## src/rtl/ata_issue_pkg.sv

```systemverilog
// Shared widths, register addresses, opcodes and types for the ATA
// command issue sequencer. Assumes the conventional taskfile layout.
package ata_issue_pkg;
    localparam int LBA_W    = 48;
    localparam int CNT_W    = 16;
    localparam int ADDR_W   = 4;
    localparam int IDX_W    = 4;
    localparam int TF_SLOTS = 5;            // feature, count, three LBA bytes
    localparam int TF_LAST  = 2 * TF_SLOTS - 1;
    localparam int EXT_CNT  = 256;
    localparam int LBA28_W  = 28;

    localparam logic [ADDR_W-1:0] TF_FEAT = 4'd1;
    localparam logic [ADDR_W-1:0] TF_DEVH = 4'd6;
    localparam logic [ADDR_W-1:0] TF_STAT = 4'd7;   // read side
    localparam logic [ADDR_W-1:0] TF_CMD  = 4'd7;   // write side

    localparam logic [7:0] DEV_LBA_BIT = 8'h40;
    localparam logic [7:0] DEV_SEL_BIT = 8'h10;
    localparam int         BSY_BIT     = 7;

    typedef enum logic [2:0] {
        ST_IDLE, ST_POLL_A, ST_DEV_RD, ST_DEV_WR,
        ST_SETTLE, ST_POLL_B, ST_TASKFILE, ST_CMD
    } seq_state_t;

    typedef struct packed {
        logic             wr;
        logic             dma;
        logic [LBA_W-1:0] lba;
        logic [CNT_W-1:0] cnt;
        logic             dev;
    } issue_req_t;
endpackage

```

## src/rtl/ata_issue_decode.sv

```systemverilog
// Combinational request decoder: picks 28/48-bit form, the opcode, the
// device byte and the address/data of taskfile write number idx.
// Assumes idx runs 0..TF_LAST, the first TF_SLOTS being the high pass.
module ata_issue_decode
    import ata_issue_pkg::*;
(
    input  issue_req_t        rq,
    input  logic [IDX_W-1:0]  idx,
    output logic              ext,
    output logic [7:0]        opcode,
    output logic [7:0]        dev_byte,
    output logic [ADDR_W-1:0] tf_addr,
    output logic [7:0]        tf_data,
    output logic [IDX_W-1:0]  first_idx
);
    logic [LBA_W:0]   reach;
    logic             hi_pass;
    logic [IDX_W-1:0] slot;

    // Addressing form: count above one byte or end beyond 28-bit space
    always_comb begin
        reach = {1'b0, rq.lba} + (LBA_W+1)'(rq.cnt);
        ext   = (rq.cnt >= CNT_W'(EXT_CNT)) || (reach[LBA_W:LBA28_W] != '0);
    end

    // Opcode selection from {dma, write, extended}
    always_comb begin
        unique case ({rq.dma, rq.wr, ext})
            3'b000:  opcode = 8'h20;
            3'b001:  opcode = 8'h24;
            3'b010:  opcode = 8'h30;
            3'b011:  opcode = 8'h34;
            3'b100:  opcode = 8'hC8;
            3'b101:  opcode = 8'h25;
            3'b110:  opcode = 8'hCA;
            default: opcode = 8'h35;
        endcase
    end

    // Device/head byte: LBA mode, device select, upper nibble in 28-bit form
    always_comb begin
        dev_byte = DEV_LBA_BIT | (rq.dev ? DEV_SEL_BIT : 8'h00)
                 | (ext ? 8'h00 : {4'h0, rq.lba[27:24]});
        first_idx = ext ? '0 : IDX_W'(TF_SLOTS);
    end

    // Taskfile slot: register address and byte for the current write
    always_comb begin
        hi_pass = (idx < IDX_W'(TF_SLOTS));
        slot    = hi_pass ? idx : idx - IDX_W'(TF_SLOTS);
        tf_addr = TF_FEAT + ADDR_W'(slot);
        unique case (slot)
            4'd0:    tf_data = 8'h00;
            4'd1:    tf_data = hi_pass ? rq.cnt[15:8]  : rq.cnt[7:0];
            4'd2:    tf_data = hi_pass ? rq.lba[31:24] : rq.lba[7:0];
            4'd3:    tf_data = hi_pass ? rq.lba[39:32] : rq.lba[15:8];
            default: tf_data = hi_pass ? rq.lba[47:40] : rq.lba[23:16];
        endcase
    end
endmodule

```

## src/rtl/ata_issue_timer.sv

```systemverilog
// Saturating cycle counter. Cleared while clear is high, otherwise counts
// up to limit; expired is high once the count has reached limit.
module ata_issue_timer #(
    parameter int W = 16
) (
    input  logic         clk,
    input  logic         rst_n,
    input  logic         clear,
    input  logic [W-1:0] limit,
    output logic         expired
);
    logic [W-1:0] cnt;

    assign expired = (cnt >= limit);

    // Count elapsed cycles, holding once the limit is reached
    always_ff @(posedge clk) begin
        if (!rst_n || clear) cnt <= '0;
        else if (!expired)   cnt <= cnt + W'(1);
    end
endmodule

```

## src/rtl/ata_cmd_issuer.sv

```systemverilog
// ATA command issue sequencer. Polls busy, selects the device, waits for
// settle on a device change, writes the taskfile and then the command.
// Assumes one register access outstanding at a time; an access completes
// on a cycle where rg_req and rg_ack are both high.
module ata_cmd_issuer
    import ata_issue_pkg::*;
#(
    parameter int TMO_W         = 16,
    parameter int SETTLE_CYCLES = 20    // 400 ns at 50 MHz
) (
    input  logic              clk,
    input  logic              rst_n,
    input  logic              req_valid,
    input  logic              req_write,
    input  logic              req_dma,
    input  logic [LBA_W-1:0]  req_lba,
    input  logic [CNT_W-1:0]  req_count,
    input  logic              req_dev,
    input  logic [TMO_W-1:0]  poll_limit,
    output logic              req_ready,
    output logic              done,
    output logic              timeout_err,
    output logic              rg_req,
    output logic              rg_we,
    output logic [ADDR_W-1:0] rg_addr,
    output logic [7:0]        rg_wdata,
    input  logic              rg_ack,
    input  logic [7:0]        rg_rdata
);
    localparam int SETTLE_W = $clog2(SETTLE_CYCLES + 1);

    seq_state_t        state;
    issue_req_t        rq_q;
    logic [IDX_W-1:0]  idx_q;
    logic [7:0]        old_dev_q;
    logic              ext;
    logic [7:0]        opcode, dev_byte, tf_data;
    logic [ADDR_W-1:0] tf_addr;
    logic [IDX_W-1:0]  first_idx;
    logic              take, busy_seen, poll_expired, settle_done, dev_moved;

    ata_issue_decode u_decode (
        .rq(rq_q), .idx(idx_q), .ext(ext), .opcode(opcode),
        .dev_byte(dev_byte), .tf_addr(tf_addr), .tf_data(tf_data),
        .first_idx(first_idx)
    );

    ata_issue_timer #(.W(TMO_W)) u_poll_tmr (
        .clk(clk), .rst_n(rst_n),
        .clear(state == ST_IDLE || state == ST_SETTLE),
        .limit(poll_limit), .expired(poll_expired)
    );

    ata_issue_timer #(.W(SETTLE_W)) u_settle_tmr (
        .clk(clk), .rst_n(rst_n),
        .clear(state != ST_SETTLE),
        .limit(SETTLE_W'(SETTLE_CYCLES)), .expired(settle_done)
    );

    assign req_ready = (state == ST_IDLE);
    assign take      = rg_req && rg_ack;
    assign busy_seen = rg_rdata[BSY_BIT];
    assign dev_moved = |((old_dev_q ^ dev_byte) & DEV_SEL_BIT);

    // Register access driven by the current state
    always_comb begin
        rg_req   = 1'b1;
        rg_we    = 1'b0;
        rg_addr  = TF_STAT;
        rg_wdata = 8'h00;
        unique case (state)
            ST_IDLE, ST_SETTLE:  rg_req = 1'b0;
            ST_POLL_A, ST_POLL_B: ;
            ST_DEV_RD:           rg_addr = TF_DEVH;
            ST_DEV_WR:   begin rg_we = 1'b1; rg_addr = TF_DEVH; rg_wdata = dev_byte; end
            ST_TASKFILE: begin rg_we = 1'b1; rg_addr = tf_addr; rg_wdata = tf_data;  end
            default:     begin rg_we = 1'b1; rg_addr = TF_CMD;  rg_wdata = opcode;   end
        endcase
    end

    // Issue sequence state machine with done / timeout pulses
    always_ff @(posedge clk) begin
        if (!rst_n) begin
            state       <= ST_IDLE;
            rq_q        <= '0;
            idx_q       <= '0;
            old_dev_q   <= '0;
            done        <= 1'b0;
            timeout_err <= 1'b0;
        end else begin
            done        <= 1'b0;
            timeout_err <= 1'b0;
            unique case (state)
                ST_IDLE: if (req_valid) begin
                    rq_q  <= '{wr: req_write, dma: req_dma, lba: req_lba,
                               cnt: req_count, dev: req_dev};
                    state <= ST_POLL_A;
                end
                ST_POLL_A, ST_POLL_B: if (take) begin
                    if (!busy_seen) begin
                        state <= (state == ST_POLL_A) ? ST_DEV_RD : ST_TASKFILE;
                        idx_q <= first_idx;
                    end else if (poll_expired) begin
                        timeout_err <= 1'b1;
                        state       <= ST_IDLE;
                    end
                end
                ST_DEV_RD: if (take) begin
                    old_dev_q <= rg_rdata;
                    state     <= ST_DEV_WR;
                end
                ST_DEV_WR: if (take) begin
                    state <= dev_moved ? ST_SETTLE : ST_TASKFILE;
                    idx_q <= first_idx;
                end
                ST_SETTLE: if (settle_done) state <= ST_POLL_B;
                ST_TASKFILE: if (take) begin
                    if (idx_q == IDX_W'(TF_LAST)) state <= ST_CMD;
                    else                          idx_q <= idx_q + IDX_W'(1);
                end
                default: if (take) begin
                    done  <= 1'b1;
                    state <= ST_IDLE;
                end
            endcase
        end
    end
endmodule

```

## config.mk

```make
export PLATFORM = sky130hd
export DESIGN_NAME = ata_cmd_issuer
export DESIGN_NICKNAME = d
export VERILOG_FILES = /design/src/rtl/ata_issue_pkg.sv /design/src/rtl/ata_issue_decode.sv /design/src/rtl/ata_issue_timer.sv /design/src/rtl/ata_cmd_issuer.sv
export SDC_FILE = /design/constraint.sdc
export NUM_CORES = 1
export LEC_CHECK = 0
export ABC_AREA = 1
export ABC_CLOCK_PERIOD_IN_PS = 3900
export BUFFER_PORTS_ARGS = -buffer_cell sky130_fd_sc_hd__buf_2
export CORE_MARGIN = 4
export CORE_UTILIZATION = 59
export DETAILED_ROUTE_END_ITERATION = 8
export PLACE_DENSITY = 0.81
export SKIP_LAST_GASP = 1
export SLEW_MARGIN = 20
export SYNTH_ARGS = -nofsm -noshare
export SYNTH_HDL_FRONTEND = slang
export SYNTH_HIERARCHICAL = 1
export SYNTH_SLANG_ARGS = --single-unit
```

## constraint.sdc

```tcl
create_clock -name clk -period 3.9 [get_ports clk]
set_input_delay 0.39 -clock clk [delete_from_list [all_inputs] [get_ports clk]]
set_output_delay 0.39 -clock clk [all_outputs]
set_load 0.1 [all_outputs]
```

Word-level counts from Yosys, hierarchy flattened:

Index checks and enable logic that the tools add are counted.

* logic and storage cells: 109
* register bits: 102

* bitwise operators: 3
* multiplexer cells: 35
* $lt $le $gt $ge: 4
* equality and inequality tests: 27
* reductions and logical operators: 22
* $add $sub $neg: 6

Operators by type and width (count)
* case mux 8 bit (7 select lines): 1
* adder 48 x 16 -> 49 bit: 1
* 2-to-1 mux 3 bit: 12
* 2-to-1 mux 8 bit: 4
* case mux 8 bit (4 select lines): 1
* 2-to-1 mux 4 bit: 7
* case mux 8 bit (3 select lines): 1
* nonzero test 21 bit: 1
* == test 3 bit (second input constant): 6
* inequality test 2 bit (second input constant): 9
* case mux 3 bit (6 select lines): 1
* adder 16 x 1 -> 16 bit (second input constant): 1
* >= comparator 16 bit: 1
* >= comparator 16 x 9 -> 1 bit (second input constant): 1
* == test 3 x 2 -> 1 bit (second input constant): 4
* case mux 4 bit (3 select lines): 1
* AND reduction 9 bit: 1
* == test 4 x 2 -> 1 bit (second input constant): 2
* case mux 4 bit (2 select lines): 1
* OR reduction 8 bit: 1
* OR 7 x 4 -> 7 bit: 1
* == test 3 x 1 -> 1 bit (second input constant): 2
* zero test 3 bit: 2
* inequality test 3 bit (second input constant): 2
* other kinds (23): 33

Longest topological paths before layout:

* depth after elaboration: 9
* depth in mapped cells: 23
* mapped depth without buffers: 22

Cells and area by module:

The synthesis kept the hierarchy.

Modules (own cells, without submodules)
* ata_cmd_issuer: area an instance 3375.7 um2, seq. area each 1541.5 um2, cells an instance 462, times used 1
* ata_issue_decode: area an instance 3120.5 um2, seq. area each 0.0 um2, cells an instance 681, times used 1
* ata_issue_timer (u_poll_tmr): area an instance 1412.6 um2, seq. area each 320.3 um2, cells an instance 202, times used 1
* ata_issue_timer (u_settle_tmr): area an instance 435.4 um2, seq. area each 100.1 um2, cells an instance 62, times used 1

Worst setup path before layout:

No wires, ideal clock.

* path kind: register to output
* start point: reg idx_q[0]
* end point: out rg_wdata[4]
* required time: 3510 ps
* arrival time: 3158 ps
* cell stages (with the launch flop): 18
* slack: 352 ps
* path through: dfxtp_1 -> inv_1 -> ha_1 -> nor2_1 -> nor2_1 -> clkbuf_1 -> xor2_1 -> inv_1 -> ha_1 -> inv_1 -> nor2_1 -> buf_2 -> nand2_1 -> nand2_1 -> nand2_1 -> o32ai_1 -> nand2_1 -> o211ai_1

* word-level cells in the longest chain between the ends: 5

RTL lines
* from (decl): RTL line ata_cmd_issuer.sv:34 `logic [IDX_W-1:0] idx_q;`
* from (signal assigned): RTL line ata_cmd_issuer.sv:102 `idx_q <= first_idx;`
* from (signal assigned): RTL line ata_cmd_issuer.sv:114 `idx_q <= first_idx;`
* from (signal assigned): RTL line ata_cmd_issuer.sv:119 `else idx_q <= idx_q + IDX_W'(1);`
* subtractor 4 x 3 -> 4 bit or less-than comparator 4 x 3 -> 1 bit (tied branches): RTL line ata_issue_decode.sv:50, ata_issue_decode.sv:49
* 2-to-1 mux 4 bit: RTL line ata_issue_decode.sv:50 `slot = hi_pass ? idx : idx - IDX_W'(TF_SLOTS);`
* == test 4 x 2 -> 1 bit, or another cell as far along: RTL line ata_issue_decode.sv:52 `unique case (slot)`
* case mux 8 bit (4 select lines) (*): RTL line ata_issue_decode.sv:52
* named net tf_data[4]: RTL line ata_cmd_issuer.sv:37 `logic [7:0] opcode, dev_byte, tf_data;`
* case mux 8 bit (3 select lines) (*): RTL line ata_cmd_issuer.sv:71 `unique case (state)`
* to (decl): RTL line ata_cmd_issuer.sv:26 `output logic [7:0] rg_wdata,`

The timed path passes the listed nets; every way through them passes the cells marked *.

Worst setup path in the final report:

* start point: reg idx_q[0]
* end point: out rg_wdata[6]

The elaborated chain is that of the path after synthesis.

==> summary.md <==
| Metric | Value |
|---|---|
| Status | finished clean |
| Period minus WS final | 3760 ps |
| WP buf/inv | 3 |
| Worst-Margin Slew | between 600 and 700 ps |
| Slew HR | 0.557 |
| Area of the core | around 14000 um^2 |
| Initial antenna violation count | 1 |
| TritonCTS Buffers | 9 |
| Final-report max-slew violation count | 0 |
| VDD IR max | 577 uV |
| Row count | 43 |
| Max Cap Viol | 0 |
| Syn Inst Count | about 1400 |
| R2R Setup Slk | 1120 ps |
| Max stage delay cell, worst path | dfxtp_2 |
| Core Util, Final | 0.672 |
| Clock skew | 6.43 ps |
| DR pass1 iterations | 6 |
| R2r endpoint | idx_q[0] |
| Post-DP HPWL | 19.2 mm |
| CP cell instances | inv_1, ha_1, nor2_1, nor2_1, or2_2, o21ai_2, inv_1, ha_1, nand2_1, nand2_1, a221oi_1, o22ai_1, nand2_1, nand3_1, buf_12 |
| Antenna diodes | 0 |
| Post-synthesis sequential area ratio | 0.235 |
| Final setup fails | 0 |
| Avg Cell Area, Syn | 5.93 um^2 |
| Hold Crit Class | in2reg |
| Area grow syn2layout | 11.8% |
| Input/output buffers | 105 |
| Crit-path most repeated cell | nand2_1 |
| Synth Area in Adders | 0.0660 |
| Reg2reg path depth | 19 |
| Reg clk slew, reported paths | approximately 70 ps |
| XOR/XNOR Fraction of Synth Area | 0.0189 |
| Pleak | 4.36 nW |
| Total power | between 4 and 5 mW |
| Number of global-route vias before repair | 8440 |
| CTS max path bufs | 2 |
| Top cell type's share of synthesized area | 0.235 |
| Fin. Hold Viols | 0 |
| GR Util All Layers | 0.307 |
| Delay-heaviest family, CP | simple AND/OR/NAND/NOR gates |
| Critical Path Start Type | register |
| Hold Buf Count CTS | 0 |
| Pwr Density | 502 nW/um^2 |
| Largest stage delay, worst path | 390 ps |
| CP Capture Type | output port |
| WS Path Type | reg2out |
| Die area | ~16000 um^2 |
| Via Count | around 9100 |
| Number of synthesized register bits | between 90 and 100 |
| Worst EP arrival | 3370 ps |
| Mux cell area share after synthesis | 0 |
| Share of cells above drive strength 1 | 0.133 |
| Compound-Gate Fraction of Synth Area | 0.109 |
| Number of nets in the layout | 1622 |
| Reg-to-reg critical path startpoint | rq_q[29] |
| WL/cell | between 10 and 15 um |
| Final ANT Viol Nets | 0 |
| CP Max Fanout | 8 |
| Main combinational cell family by area after synthesis | simple AND/OR/NAND/NOR gates |
| Simple-Gate Fraction of Synth Area | 0.437 |
| Largest net degree at the start of global routing | 69 |
| GP Congestion | 1.05 |
| Die width | 127 um |
| Via/cell ratio | 5.48 |
| Final WL | 24.9 mm |
| CTS tree | yes |
| I/O pin cnt | about 110 |
| CP required | 3510 ps |
| Min-Delay Endpoint | rq_q[42] |
| Netlist Area Pre-Place | 8340 um^2 |
| Initial Util | 0.601 |
| Area contributors post-synth | dfxtp_1 (24%), nand2_1 (20%), nand3_1 (11%), inv_1 (8.5%), ha_1 (6.6%) |
| Leading area contributor after synthesis | dfxtp_1 |
| Synth unique cells | 47 |
| Hold Startpoint | req_lba[25] |
| CTS Root Cell | clkbuf_16 |
| Die H | 127 um |
| GRT overflow | 0 |
| Clk sinks | 98 |
| First-pass GRT wire length | between 40 and 50 mm |
| Clk Latency, worst-skew pair | 360 ps |
| DRC | 0 |
| Tcrit/Tclk final | 0.965 |
| Syn. warnings | 6 |
| First DRT Iteration DRCs | roughly 840 |
| Max Clk Rate | 266 MHz |
| H-tree Lvls | 3 |
| Worst hold path depth | 3 |
| RSZ-0062 raised after global routing | yes |
[report_power, final]
part,internal [mW],leakage (nW),switching (mW)
logic,0.717,3.42,1.61
clock network,0.445,0.143,0.421
registers,1.19,0.801,0.302
total,2.35,4.36,2.33
[kinds of logic (layout without fill, tap and decap cells)]
logic type | count (synthesis) | after routing
buf+inv | 254 | 329
flops | 98 | 98
xor+xnor | 18 | 18
other cells | 4 | 10
fa+ha+maj | 44 | 44
simple gates | 832 | 832
compound gates | 157 | 157
[Yosys cell counts (all sizes together)]
library cell,instances
a21oi,113
a221oi,7
a22oi,2
buf,39
clkbuf,17
clkinv,1
conb,4
dfxtp,98
ha,44
inv,197
nand2,446
nand3,191
nand3b,5
nand4,23
nor2,141
nor3,18
nor3b,1
nor4,1
o2111ai,5
o211ai,1
o21a,1
o21ai,21
o21bai,1
o22ai,5
o32ai,1
or2,6
xnor2,10
xor2,8
[worst min-delay path, stage by stage]
cell     delay [ps]
buf_2           100
nand3_1          70
a21oi_1          60
[layout by cell type (no fill, tap or decap), types with 10 or more instances in the layout]
| cell type | n |
|---|---|
| a21oi_1 | 102 |
| buf_12 | 10 |
| buf_2 | 95 |
| buf_4 | 10 |
| conb_1 | 10 |
| dfxtp_1 | 96 |
| ha_1 | 43 |
| inv_1 | 188 |
| nand2_1 | 438 |
| nand3_1 | 186 |
| nand4_1 | 22 |
| nor2_1 | 124 |
| nor2_2 | 11 |
| nor3_1 | 14 |
| o21ai_0 | 18 |
| xnor2_1 | 10 |
[how the worst max path moves through the flow]
| stage | from | end | cells after the start |
|---|---|---|---|
| 2_1_floorplan | idx_q[0] | rg_wdata[4] | 17 |
| 3_3_place_gp | idx_q[0] | rg_wdata[4] | 15 |
| 3_5_place_dp | idx_q[0] | rg_wdata[4] | 15 |
| 4_1_cts | idx_q[0] | rg_wdata[4] | 15 |
| 5_1_grt | idx_q[0] | rg_wdata[4] | 17 |
| 6_report | idx_q[0] | rg_wdata[6] | 15 |
[area by class of cell]
class | count | area, um^2
clock buffers | 9 | 225
clock inverters | 7 | 62.6
fillers | 1384 | 4550
inverters | 198 | 743
multi-input cells | 1061 | 5360
flip-flops and latches | 98 | 1960
well taps | 180 | 225
repair buffers | 115 | 751
[per-stage QoR]
stage	area, um^2	worst slack (ps)	setup TNS [ps]	instances	hold WS (ps)
after global routing	9330	-30.1	-136	1668	306
after detailed placement	8990	496	0	1652	467
after floorplan	8370	352	0	1413	440
final	9330	138	0	1668	294
after CTS	9280	73.8	0	1668	287
after global placement	8990	514	0	1652	456
[per-layer routing]
metal  track usage  share of wire
met5             0        0.00052
met4         0.114          0.029
met3        0.0484          0.069
met2         0.521           0.47
met1         0.392           0.43
[repair_timing]
item                       in CTS  in global routing
resized for setup               0                 15
setup endpoints to repair       0                  8
buffers inserted                0                  0
[sequential cells by signal, indices dropped and copies added (netlist names)]
| register | flops |
|---|---|
| old_dev_q | 1 |
| state | 3 |
| idx_q | 4 |
| done | 1 |
| rq_q | 67 |
| timeout_err | 1 |
| u_settle_tmr/cnt | 5 |
| u_poll_tmr/cnt | 16 |
(Power assumes the default switching activity.)
